$ cat src/rtl/otpb_pkg.sv
package otpb_pkg;
  localparam int unsigned OTPB_CH_N = 20;
  localparam int unsigned OTPB_DW   = 10;

  typedef enum logic [1:0] {
    ST_IDLE    = 2'b00,
    ST_APPLIED = 2'b01,
    ST_BLOCKED = 2'b10,
    ST_BADIDX  = 2'b11
  } cmt_st_e;
endpackage

$ cat src/rtl/otpb_gate.sv
// Decodes a commit request into per-word write enables, a lock enable
// and the outcome code reported one cycle later.
module otpb_gate
  import otpb_pkg::*;
#(
  parameter int unsigned N_CH  = OTPB_CH_N,
  parameter int unsigned IDX_W = $clog2(N_CH + 1)
) (
  input  logic             req_i,
  input  logic [IDX_W-1:0] idx_i,
  input  logic             lock_i,
  output logic [N_CH-1:0]  ch_we_o,
  output logic             lock_we_o,
  output cmt_st_e          st_o
);
  localparam logic [IDX_W-1:0] LOCK_IDX = IDX_W'(N_CH);

  logic in_range;
  logic allow;

  assign in_range = (idx_i <= LOCK_IDX);
  assign allow    = req_i && in_range && !lock_i;

  for (genvar g = 0; g < int'(N_CH); g++) begin : g_dec
    assign ch_we_o[g] = allow && (idx_i == IDX_W'(g));
  end

  assign lock_we_o = allow && (idx_i == LOCK_IDX);

  always_comb begin
    if (!req_i)         st_o = ST_IDLE;
    else if (!in_range) st_o = ST_BADIDX;
    else if (lock_i)    st_o = ST_BLOCKED;
    else                st_o = ST_APPLIED;
  end
endmodule

$ cat src/rtl/otpb_cells.sv
// Storage words with set-only merge; one register per word.
module otpb_cells #(
  parameter int unsigned N_CH = 20,
  parameter int unsigned DW   = 10
) (
  input  logic               clk,
  input  logic               rst,
  input  logic [N_CH-1:0]    ch_we_i,
  input  logic [DW-1:0]      wdata_i,
  output logic [N_CH*DW-1:0] store_o
);
  for (genvar g = 0; g < int'(N_CH); g++) begin : g_word
    logic [DW-1:0] cell_q;

    always_ff @(posedge clk) begin
      if (rst)             cell_q <= '0;
      else if (ch_we_i[g]) cell_q <= cell_q | wdata_i;
    end

    assign store_o[g*DW +: DW] = cell_q;
  end
endmodule

$ cat src/rtl/otpb_live.sv
// Live converter registers, loaded with the merged word on each write.
module otpb_live #(
  parameter int unsigned N_CH = 20,
  parameter int unsigned DW   = 10
) (
  input  logic               clk,
  input  logic               rst,
  input  logic [N_CH-1:0]    ch_we_i,
  input  logic [DW-1:0]      wdata_i,
  input  logic [N_CH*DW-1:0] store_i,
  output logic [N_CH*DW-1:0] live_o
);
  for (genvar g = 0; g < int'(N_CH); g++) begin : g_live
    logic [DW-1:0] live_q;

    always_ff @(posedge clk) begin
      if (rst)             live_q <= '0;
      else if (ch_we_i[g]) live_q <= store_i[g*DW +: DW] | wdata_i;
    end

    assign live_o[g*DW +: DW] = live_q;
  end
endmodule

$ cat src/rtl/otpb_lock.sv
// Global freeze flag; can only be set.
module otpb_lock (
  input  logic clk,
  input  logic rst,
  input  logic we_i,
  input  logic set_bit_i,
  output logic lock_o
);
  always_ff @(posedge clk) begin
    if (rst)                    lock_o <= 1'b0;
    else if (we_i && set_bit_i) lock_o <= 1'b1;
  end
endmodule

$ cat src/rtl/otpb_rdmux.sv
// Combinational read selector over the words and the lock flag.
module otpb_rdmux #(
  parameter int unsigned N_CH  = 20,
  parameter int unsigned DW    = 10,
  parameter int unsigned IDX_W = $clog2(N_CH + 1)
) (
  input  logic [IDX_W-1:0]   idx_i,
  input  logic [N_CH*DW-1:0] store_i,
  input  logic               lock_i,
  output logic [DW-1:0]      data_o
);
  localparam logic [IDX_W-1:0] LOCK_IDX = IDX_W'(N_CH);

  always_comb begin
    data_o = '0;
    for (int i = 0; i < int'(N_CH); i++) begin
      if (idx_i == IDX_W'(i)) data_o = store_i[i*DW +: DW];
    end
    if (idx_i == LOCK_IDX) data_o = DW'(lock_i);
  end
endmodule

$ cat src/rtl/otpb_bank.sv
module otpb_bank
  import otpb_pkg::*;
#(
  parameter int unsigned N_CH  = OTPB_CH_N,
  parameter int unsigned DW    = OTPB_DW,
  parameter int unsigned IDX_W = $clog2(N_CH + 1)
) (
  input  logic               clk,
  input  logic               rst,
  input  logic               cmt_valid,
  input  logic [IDX_W-1:0]   cmt_idx,
  input  logic [DW-1:0]      cmt_value,
  input  logic [IDX_W-1:0]   rd_idx,
  output logic [DW-1:0]      rd_data,
  output logic [N_CH*DW-1:0] live_out,
  output logic               cmt_done,
  output logic [1:0]         cmt_status
);
  logic [N_CH-1:0]    ch_we;
  logic               lock_we;
  logic               lock_q;
  logic [N_CH*DW-1:0] store_flat;
  cmt_st_e            st_next;
  cmt_st_e            st_q;

  otpb_gate #(.N_CH(N_CH), .IDX_W(IDX_W)) u_gate (
    .req_i     (cmt_valid),
    .idx_i     (cmt_idx),
    .lock_i    (lock_q),
    .ch_we_o   (ch_we),
    .lock_we_o (lock_we),
    .st_o      (st_next)
  );

  otpb_cells #(.N_CH(N_CH), .DW(DW)) u_cells (
    .clk     (clk),
    .rst     (rst),
    .ch_we_i (ch_we),
    .wdata_i (cmt_value),
    .store_o (store_flat)
  );

  otpb_live #(.N_CH(N_CH), .DW(DW)) u_live (
    .clk     (clk),
    .rst     (rst),
    .ch_we_i (ch_we),
    .wdata_i (cmt_value),
    .store_i (store_flat),
    .live_o  (live_out)
  );

  otpb_lock u_lock (
    .clk       (clk),
    .rst       (rst),
    .we_i      (lock_we),
    .set_bit_i (cmt_value[0]),
    .lock_o    (lock_q)
  );

  otpb_rdmux #(.N_CH(N_CH), .DW(DW), .IDX_W(IDX_W)) u_rd (
    .idx_i   (rd_idx),
    .store_i (store_flat),
    .lock_i  (lock_q),
    .data_o  (rd_data)
  );

  always_ff @(posedge clk) begin
    if (rst) begin
      cmt_done <= 1'b0;
      st_q     <= ST_IDLE;
    end else begin
      cmt_done <= cmt_valid;
      st_q     <= st_next;
    end
  end

  assign cmt_status = st_q;
endmodule

$ cat config.mk
export PLATFORM = sky130hd
export DESIGN_NAME = otpb_bank
export DESIGN_NICKNAME = d
export VERILOG_FILES = /design/src/rtl/otpb_pkg.sv /design/src/rtl/otpb_gate.sv /design/src/rtl/otpb_cells.sv /design/src/rtl/otpb_live.sv /design/src/rtl/otpb_lock.sv /design/src/rtl/otpb_rdmux.sv /design/src/rtl/otpb_bank.sv
export SDC_FILE = /design/constraint.sdc
export NUM_CORES = 1
export LEC_CHECK = 0
export ABC_AREA = 1
export BUFFER_PORTS_ARGS = -buffer_cell sky130_fd_sc_hd__buf_2
export CORE_MARGIN = 5
export CORE_UTILIZATION = 57
export CTS_CLUSTER_DIAMETER = 150
export DETAILED_ROUTE_END_ITERATION = 7
export PLACE_DENSITY = 0.86
export SYNTH_ARGS = -nofsm -noshare
export SYNTH_HDL_FRONTEND = slang
export SYNTH_SLANG_ARGS = --single-unit
$ cat constraint.sdc
create_clock -name clk -period 3.5 [get_ports clk]
set_input_delay 0.35 -clock clk [delete_from_list [all_inputs] [get_ports clk]]
set_output_delay 0.35 -clock clk [all_outputs]
set_load 0.005 [all_outputs]
==> impl_metrics.py, run 1 <==
metrics = {
    "timing": {
        "finalSetupTns_ns": 0,
        "fin_crit_ns": 3.02,
        "rsz0062_at_grt": "no",
        "max_slew_margin": 0.397,
        "slew_viol_final": 0,
        "skew_ns": 0.00404,
        "fmax_mhz": 332,
        "finalCritPeriodShare": 0.862,
        "tightest_slew_ns": 0.904,
        "fin_ws_ns": 0.484,
        "finalHoldViolations": 0,
        "setup_viol": 0,
    },
    "die": {
        "ioPinCount": 236,
        "coreArea_um2": 15100,
        "rows": 45,
        "dieHeight_um": 133,
        "die_width_um": 133,
        "die_area_um2": 17800,
        "initial_core_util": 0.576,
    },
    "route": {
        "drc": 0,
        "vias": 9122,
        "drt-pass1-iter-count": 5,
        "ant_nets": 0,
        "finalWirelength_mm": 29.1,
        "wl_per_cell_um": 17.3,
        "first_iter_violations": 961,
        "viasPerCell": 5.42,
    },
    "clock_tree": {
        "clkSinkCount": 204,
        "insertion_delay_ns": 0.49,
        "cts_hold_buf": 0,
        "cts_resized": 0,
        "htreeDepth": 1,
        "cts_root_buf": "clkbuf_16",
        "cts_made_buffers": 21,
        "cts_buffer_depth": 3,
        "clk_pin_slew_ns": 0.06,
        "cts_setup_buffers": 0,
        "cts_tree": "yes",
    },
    "worst_setup_path": {
        "cp_cell_sequence": "buf_2 -> nor2_2 -> nand2_1 -> nor2_4 -> inv_2 -> nor2_1 -> o21bai_1 -> nand4_1 -> nor2_1 -> nand4_1 -> nor2_1 -> nand4_1 -> nor2_1 -> nand3_1 -> nand2_1 -> inv_1 -> buf_2",
        "cp_data_required_time_ns": 3.15,
        "worstPathMaxFanout": 10,
        "rr_startpoint": "u_lock.lock_o",
        "cp_slowest_cell": "nor2_4",
        "worst-r2r-setup-slack_ns": 1.82,
        "worstPathArrival_ns": 2.67,
        "critical_path.max_stage_delay_ns": 0.28,
        "crit_path_end_kind": "output pin",
        "ff2ff_path_depth": 7,
        "cp_common_cell": "nor2_1",
        "rr_endpoint": "u_cells.g_word[4].cell_q[3]",
        "start_kind": "input port",
        "crit_buf_inv": 4,
        "cp_top_family": "simple AND/OR/NAND/NOR gates",
        "crit_type": "input port to output pin",
    },
    "hold_path": {
        "holdPathEnd": "cmt_done",
        "hold_path_class": "input port to flip-flop",
        "whs_path_depth": 3,
        "hold_start": "cmt_valid",
    },
    "yosys": {
        "yosys.area.top_type": "dfxtp_1",
        "postSynthAreaPerCell_um2": 6.89,
        "synthesis.nets": 1284,
        "synthCells": 1261,
        "ys_seq_area_frac": 0.470,
        "synth_top_area_share": 0.470,
        "yosys_warnings": 0,
        "ys_types": 22,
        "ys_top_cells_by_area": "dfxtp_1 47%, nand2_1 15%, a21oi_1 12%, inv_1 9.1%, nor2_1 5.1%",
        "syn_area_um2": 8680,
        "ys_ff_latch": 204,
    },
    "final_layout": {
        "areaGrowthSynthToFinish_pct": 23.2,
        "nets": 1504,
        "utilization": 0.709,
        "drive_gt1_frac": 0.212,
    },
    "run_status": {
        "status": "completed",
    },
    "global_routing": {
        "grt_pass1_wl_mm": 45.0,
        "antenna_found_initial": 3,
        "grt.total_usage": 0.314,
        "grt_pass1_vias": 8551,
        "grt_max_degree": 118,
        "grt_overflow": 0,
    },
    "power": {
        "irDropWorstVdd_uv": 317,
        "p_per_area_nw_per_um2": 454,
        "leakage_nw": 4.48,
    },
    "flow_run": {
        "max_cap_violations": 0,
    },
    "placed_design": {
        "place_hpwl_mm": 20.8,
        "place_ws_ns": 0.551,
        "gp_congestion": 0.986,
        "portBuffers": 235,
    },
}
## placed cells by master, fill, tap and decap left out
| cell | instances |
|---|---|
| nor3_1 | 1 |
| nor2_1 | 118 |
| nand3_4 | 2 |
| nand3_1 | 19 |
| diode_2 | 2 |
| inv_1 | 210 |
| clkbuf_1 | 4 |
| inv_2 | 9 |
| buf_4 | 6 |
| clkinv_2 | 2 |
| buf_6 | 1 |
| nand4_1 | 42 |
| clkinv_1 | 1 |
| o21ai_0 | 16 |
| nor2_4 | 18 |
| nand2_1 | 350 |
| clkbuf_16 | 21 |
| o211ai_2 | 1 |
| nor2_2 | 9 |
| nor3_4 | 1 |
| a21oi_1 | 207 |
| clkbuf_8 | 6 |
| dfxtp_1 | 204 |
| nand2_2 | 3 |
| bufinv_16 | 2 |
| buf_2 | 234 |
| buf_12 | 1 |
| o21bai_1 | 1 |
| o21ai_1 | 4 |
## registers in the layout, summed over array words and instances (netlist names)
name and flops:
u_cells.g_word.cell_q 200, cmt_status 2, cmt_done 1, u_lock.lock_o 1
## layout make-up
type / instances / area [µm²]
Timing Repair Buffer: 242 / 1250
Fill cell: 1248 / 4390
Sequential cell: 204 / 4080
Clock inverter: 4 / 70.1
Clock buffer: 31 / 623
Inverter: 220 / 826
Tap cell: 188 / 235
Multi-Input combinational cell: 792 / 3600
Antenna cell: 2 / 5.00
## synth_stat cells
master      n
nor2_4     18
o21bai_1    1
buf_1       1
nand3_1    19
nor2_2      9
buf_2       1
a21oi_1   207
nand2_2     3
inv_1     210
nor3_1      1
nand2_1   350
dfxtp_1   204
o211ai_2    1
o21ai_1     4
nand3_4     2
clkbuf_1   43
nor2_1    118
inv_2       9
clkinv_1    1
nor3_4      1
nand4_1    42
o21ai_0    16
## worst min-delay path, stage by stage
cell and delay (ns):
buf_2 0.11, inv_1 0.04, nor2_1 0.05
## metal layers
layer / vias up / global-route usage / routed length (µm)
li1: 4342 / - / -
met3: 82 / 0.0642 / 3010
met1: 4158 / 0.402 / 11300
met2: 538 / 0.517 / 13700
met5: - / 0 / 14
met4: 2 / 0.130 / 1100
## where the power goes
part | internal (W) | total [W] | switching [W]
sequential | 0.00234 | 0.00235 | 0.0000111
clock | 0.00137 | 0.00227 | 0.000895
combinational | 0.0000544 | 0.000244 | 0.000190
## cells by family after synthesis
group           count (synthesis)  synth area share
flops                         204             0.470
simple gates                  563             0.282
compound gates                229             0.133
buf+inv                       265             0.115
## how the worst max path moves through the flow
| stage | startpoint | endpoint | slack (ns) | cells past startpoint |
|---|---|---|---|---|
| finish | rd_idx[1] | rd_data[7] | 0.48 | 17 |
| global route | rd_idx[0] | rd_data[4] | 0.35 | 16 |
| CTS | rd_idx[1] | rd_data[7] | 0.53 | 17 |
| detailed placement | rd_idx[1] | rd_data[7] | 0.55 | 17 |
| global placement | rd_idx[1] | rd_data[7] | 0.60 | 17 |
| floorplan | rd_idx[0] | rd_data[2] | 1.49 | 17 |
## per-stage QoR
step	cells	instance area (µm²)	total power (W)	hold slack, ns
3_3_place_gp	1646	10000	0.00263	0.450
3_5_place_dp	1646	10000	0.00264	0.454
2_1_floorplan	1261	8680	0.00254	0.430
5_1_grt	1683	10700	0.00498	0.117
6_report	1683	10700	0.00486	0.113
4_1_cts	1681	10700	0.00486	0.111
No activity file was read; power rests on OpenSTA's default activity.
==> run 2: changes to the inputs <==
Settings changed: CORE_ASPECT_RATIO set to 0.7.
==> impl_metrics.py, run 2 (synthesis gave the netlist of run 1 again) <==
metrics = {
    "placed_design": {
        "portBuffers": 235,
        "place_hpwl_mm": 22.9,
        "place_ws_ns": 0.596,
        "gp_congestion": 1.04,
    },
    "final_layout": {
        "fill_cells": 1234,
        "final_cell_mix": "350 x nand2_1, 234 x buf_2, 210 x inv_1",
        "drive_gt1_frac": 0.206,
        "top_register": "u_cells.g_word.cell_q",
        "nets": 1501,
        "areaGrowthSynthToFinish_pct": 21.9,
        "largest_register_ffs": 200,
        "layout_commonest_cell": "nand2_1",
    },
    "power": {
        "p_per_area_nw_per_um2": 433,
        "p_sw_frac": 0.233,
        "power_frac_comb": 0.055,
        "internal-power_w": 0.00351,
        "switchingPower_w": 0.00107,
        "irDropWorstVdd_uv": 286,
        "leakage_nw": 4.41,
        "seq_power_share": 0.512,
        "power.share.clock": 0.433,
    },
    "route": {
        "drc": 0,
        "wl_per_cell_um": 18.7,
        "viasPerCell": 5.63,
        "drt-pass1-iter-count": 5,
        "finalWirelength_mm": 31.6,
        "vias": 9516,
        "first_iter_violations": 1061,
        "ant_nets": 0,
    },
    "timing": {
        "finalSetupTns_ns": 0,
        "tightest_slew_ns": 0.849,
        "max_slew_margin": 0.432,
        "finalCritPeriodShare": 0.866,
        "slew_viol_final": 0,
        "skew_ns": 0.0168,
        "hold_ws_ns": 0.145,
        "fmax_mhz": 330,
        "fin_crit_ns": 3.03,
        "setup_viol": 0,
        "rsz0062_at_grt": "no",
        "fin_ws_ns": 0.470,
        "finalHoldViolations": 0,
    },
    "worst_setup_path": {
        "cp_slowest_cell": "nand2_1",
        "crit_path_end_kind": "output pin",
        "start_kind": "input port",
        "worstPathArrival_ns": 2.68,
        "critical_path.max_stage_delay_ns": 0.26,
        "crit_type": "input port to output pin",
        "cp_data_required_time_ns": 3.15,
        "worstPathMaxFanout": 10,
        "cp_cell_sequence": "buf_2 -> inv_2 -> nand2_1 -> nor2_1 -> nand2_1 -> inv_2 -> nand2_1 -> nand2_1 -> nand4_1 -> nor2_1 -> nand4_1 -> nor2_1 -> nand4_1 -> nor2_1 -> nand3_1 -> buf_2",
        "ff2ff_path_depth": 7,
    },
    "global_routing": {
        "antenna_found_initial": 4,
        "grt_pass1_vias": 8801,
        "grt_overflow": 0,
        "grt_pass1_wl_mm": 48.0,
        "grt.total_usage": 0.343,
        "grt_max_degree": 83,
    },
    "clock_tree": {
        "clkSinkCount": 204,
        "cts_root_buf": "clkbuf_16",
        "insertion_delay_ns": 0.50,
        "cts_setup_buffers": 0,
        "clk_pin_slew_ns": 0.06,
        "cts_resized": 0,
        "cts_hold_buf": 0,
        "cts_tree": "yes",
        "htreeDepth": 1,
        "cts_buffer_depth": 3,
        "cts_made_buffers": 19,
    },
    "die": {
        "die_width_um": 158,
        "rows": 37,
        "die_area_um2": 17800,
        "ioPinCount": 236,
        "dieHeight_um": 113,
        "initial_core_util": 0.586,
        "coreArea_um2": 14800,
    },
    "hold_path": {
        "hold_path_class": "input port to flip-flop",
        "whs_path_depth": 3,
    },
    "run_status": {
        "status": "completed",
    },
    "flow_run": {
        "max_cap_violations": 0,
    },
}
==> run 2: cell types whose count changed in the layout (fill, tap and decap cells not counted), moves of 2 or more <==
cell / before / now
diode_2: 2 / 5
clkbuf_16: 21 / 19
clkbuf_1: 4 / 9
clkbuf_8: 6 / 2
==> run 2: power by group through the flow <==
stage	Combinational (W)	Sequential, W	Clock, W
floorplan	0.000144	0.00240	0
global placement	0.000240	0.00240	0
detailed placement	0.000243	0.00240	0
CTS	0.000245	0.00235	0.00199
global route	0.000270	0.00235	0.00207
finish	0.000252	0.00235	0.00198
==> run 2: path summary, 6_finish.rpt <==
check,start,end,slack [ns]
setup / recovery,rd_idx[0],rd_data[0],0.47
setup reg to reg,u_lock.lock_o,u_cells.g_word[19].cell_q[2],1.80
hold / removal,cmt_valid,cmt_done,0.15
hold reg to reg,u_cells.g_word[13].cell_q[9],u_cells.g_word[13].cell_q[9],0.47
==> run 2: metrics by stage <==
stage | util | area, µm² | power, W | std cells
global route | 0.714 | 10600 | 0.00469 | 1688
finish | 0.714 | 10600 | 0.00458 | 1689
detailed placement | 0.675 | 10000 | 0.00264 | 1652
global placement | 0.675 | 10000 | 0.00264 | 1652
floorplan | - | 8680 | 0.00254 | 1261
CTS | 0.714 | 10600 | 0.00458 | 1684
==> run 2: cell type report <==
cell class                 instances  area (µm²)  share of cell area
inverter                         220         826              0.0780
sequential                       204        4080               0.386
clock inverter                     2        35.0             0.00331
tap                              195         244              0.0231
antenna                            5        12.5             0.00118
multi-input combinational        792        3600               0.341
clock buffer                      30         537              0.0507
timing repair buffer             241        1240               0.117
==> run 2: per-layer routing <==
metal  wire length, µm  track usage  up-vias
met5                 0            0        -
met4              1310        0.134        0
met1             12000        0.476     4321
met3              4930       0.0852      111
met2             13500        0.517      745
li1                  -            -     4339
==> run 2: worst max-delay path, delay by kind of cell <==
kind / cells / cell delay, ns
AND/OR/NAND/NOR: 12 / 1.77
buffers and inverters: 4 / 0.55
==> run 3: changes to the inputs <==
Settings changed: CORE_UTILIZATION 57 to 40, GPL_TIMING_DRIVEN set to 0, PLACE_DENSITY 0.86 to unset.
Clock period 3.5 ns to 3.3 ns, I/O delays scaled along.
==> impl_metrics.py, run 3 (synthesis gave the netlist of run 1 again) <==
metrics = {
    "die": {
        "rows": 45,
        "coreArea_um2": 21500,
        "die_width_um": 186,
        "ioPinCount": 236,
        "dieHeight_um": 133,
        "initial_core_util": 0.404,
        "die_area_um2": 24800,
    },
    "route": {
        "first_iter_violations": 846,
        "wl_per_cell_um": 19.1,
        "viasPerCell": 5.03,
        "drc": 0,
        "vias": 9093,
        "drt-pass1-iter-count": 6,
        "finalWirelength_mm": 34.5,
        "ant_nets": 0,
    },
    "final_layout": {
        "final_area_um2": 10900,
        "multiInputGateArea_um2": 3620,
        "top_register": "u_cells.g_word.cell_q",
        "drive_gt1_frac": 0.203,
        "final_cell_mix": "347 x nand2_1, 226 x buf_2, 210 x inv_1",
        "instances_no_fill": 1806,
        "areaGrowthSynthToFinish_pct": 24.9,
        "area.sequential_um2": 4080,
        "layout_commonest_cell": "nand2_1",
        "fill_cells": 2231,
        "nets": 1532,
        "largest_register_ffs": 200,
    },
    "flow_run": {
        "max_cap_violations": 0,
    },
    "hold_path": {
        "hold_path_class": "input port to flip-flop",
        "hold_start": "rst",
    },
    "placed_design": {
        "gp_congestion": 0.905,
        "dp_cells": 1768,
        "place_area_um2": 10200,
        "place_hpwl_mm": 26.2,
        "portBuffers": 225,
    },
    "global_routing": {
        "grt.total_usage": 0.267,
        "grt_pass1_wl_mm": 50.4,
        "grt_overflow": 0,
        "antenna_found_initial": 1,
        "grt_pass1_vias": 8385,
        "grt_max_degree": 15,
    },
    "clock_tree": {
        "cts_hold_buf": 0,
        "cts_tree": "yes",
        "cts_resized": 0,
        "cts_setup_buffers": 0,
        "insertion_delay_ns": 0.50,
        "htreeDepth": 1,
        "cts_made_buffers": 21,
        "clk_pin_slew_ns": 0.06,
        "cts_root_buf": "clkbuf_16",
        "clkSinkCount": 204,
        "cts_buffer_depth": 3,
    },
    "timing": {
        "fin_crit_ns": 3.21,
        "fmax_mhz": 312,
        "finalCritPeriodShare": 0.973,
        "rsz0062_at_grt": "yes",
        "skew_ns": 0.00625,
        "setup_viol": 0,
        "slew_viol_final": 0,
        "max_slew_margin": 0.356,
        "finalHoldViolations": 0,
        "tightest_slew_ns": 0.966,
    },
    "power": {
        "irDropWorstVdd_uv": 316,
        "p_per_area_nw_per_um2": 475,
        "p_total_w": 0.00515,
        "leakage_nw": 4.44,
    },
    "worst_setup_path": {
        "cp_top_family": "simple AND/OR/NAND/NOR gates",
        "crit_buf_inv": 4,
        "cp_cell_sequence": "buf_2 -> inv_2 -> nand2_1 -> nor2_2 -> nand2_1 -> o21ai_0 -> nor2_1 -> nand4_1 -> nand2_1 -> nand4_1 -> nand2_1 -> nand3_1 -> nand2_1 -> nand3_1 -> nand2_1 -> nand3_1 -> nand2_1 -> inv_1 -> buf_2",
        "rr_startpoint": "u_lock.lock_o",
        "cp_data_required_time_ns": 2.97,
        "crit_type": "input port to output pin",
        "cp_common_cell": "nand2_1",
        "start_kind": "input port",
        "worstPathArrival_ns": 2.88,
        "crit_path_end_kind": "output pin",
        "crit_start": "rd_idx[1]",
        "critical_path.max_stage_delay_ns": 0.40,
        "worstPathMaxFanout": 8,
        "cp_slowest_cell": "o21ai_0",
    },
    "run_status": {
        "status": "completed",
    },
}
[run 3: changes by cell type in the layout (fill, tap and decap cells not counted), sizes merged]
cell,delta
clkbuf,+43
buf,-14
diode,-4
clkinv,+3
clkinvlp,+2
[run 3: area by class of cell]
type	instances	share of cell area
antenna	1	0.000231
buffer	45	0.0157
clock buffer	30	0.0552
clock inverter	7	0.00600
inverter	220	0.0761
multi-input combinational	792	0.334
sequential	204	0.376
tap	282	0.0325
timing repair buffer	225	0.104
[run 3: per-stage QoR]
step / worst slack [ns] / TNS (ns) / util / hold slack (ns)
2_1_floorplan: 1.33 / 0 / - / 0.412
3_3_place_gp: 0.0227 / 0 / 0.473 / 0.449
3_5_place_dp: 0.0359 / 0 / 0.473 / 0.455
4_1_cts: 0.0265 / 0 / 0.503 / 0.0802
5_1_grt: -0.0657 / -0.251 / 0.504 / 0.0790
6_report: 0.0902 / 0 / 0.504 / 0.0809
[run 3: worst paths after layout]
path	end	slack, ns	cells past startpoint
worst max-delay path	rd_data[2]	0.09	19
worst min-delay path	cmt_done	0.08	2
worst max register to register	u_cells.g_word[16].cell_q[2]	1.59	7
worst min register to register	u_cells.g_word[4].cell_q[3]	0.47	2
[run 3: layer usage]
metal	wire length, µm	vias up	track usage
li1	-	4408	-
met1	15600	4194	0.402
met2	14100	440	0.383
met3	3940	51	0.0666
met4	788	0	0.0607
met5	0	-	0
[run 3: where the power goes]
part	internal [W]	total (W)	switching (W)
clock	0.00134	0.00237	0.00103
combinational	0.0000591	0.000295	0.000236
sequential	0.00248	0.00249	0.0000112
total	0.00388	0.00515	0.00127
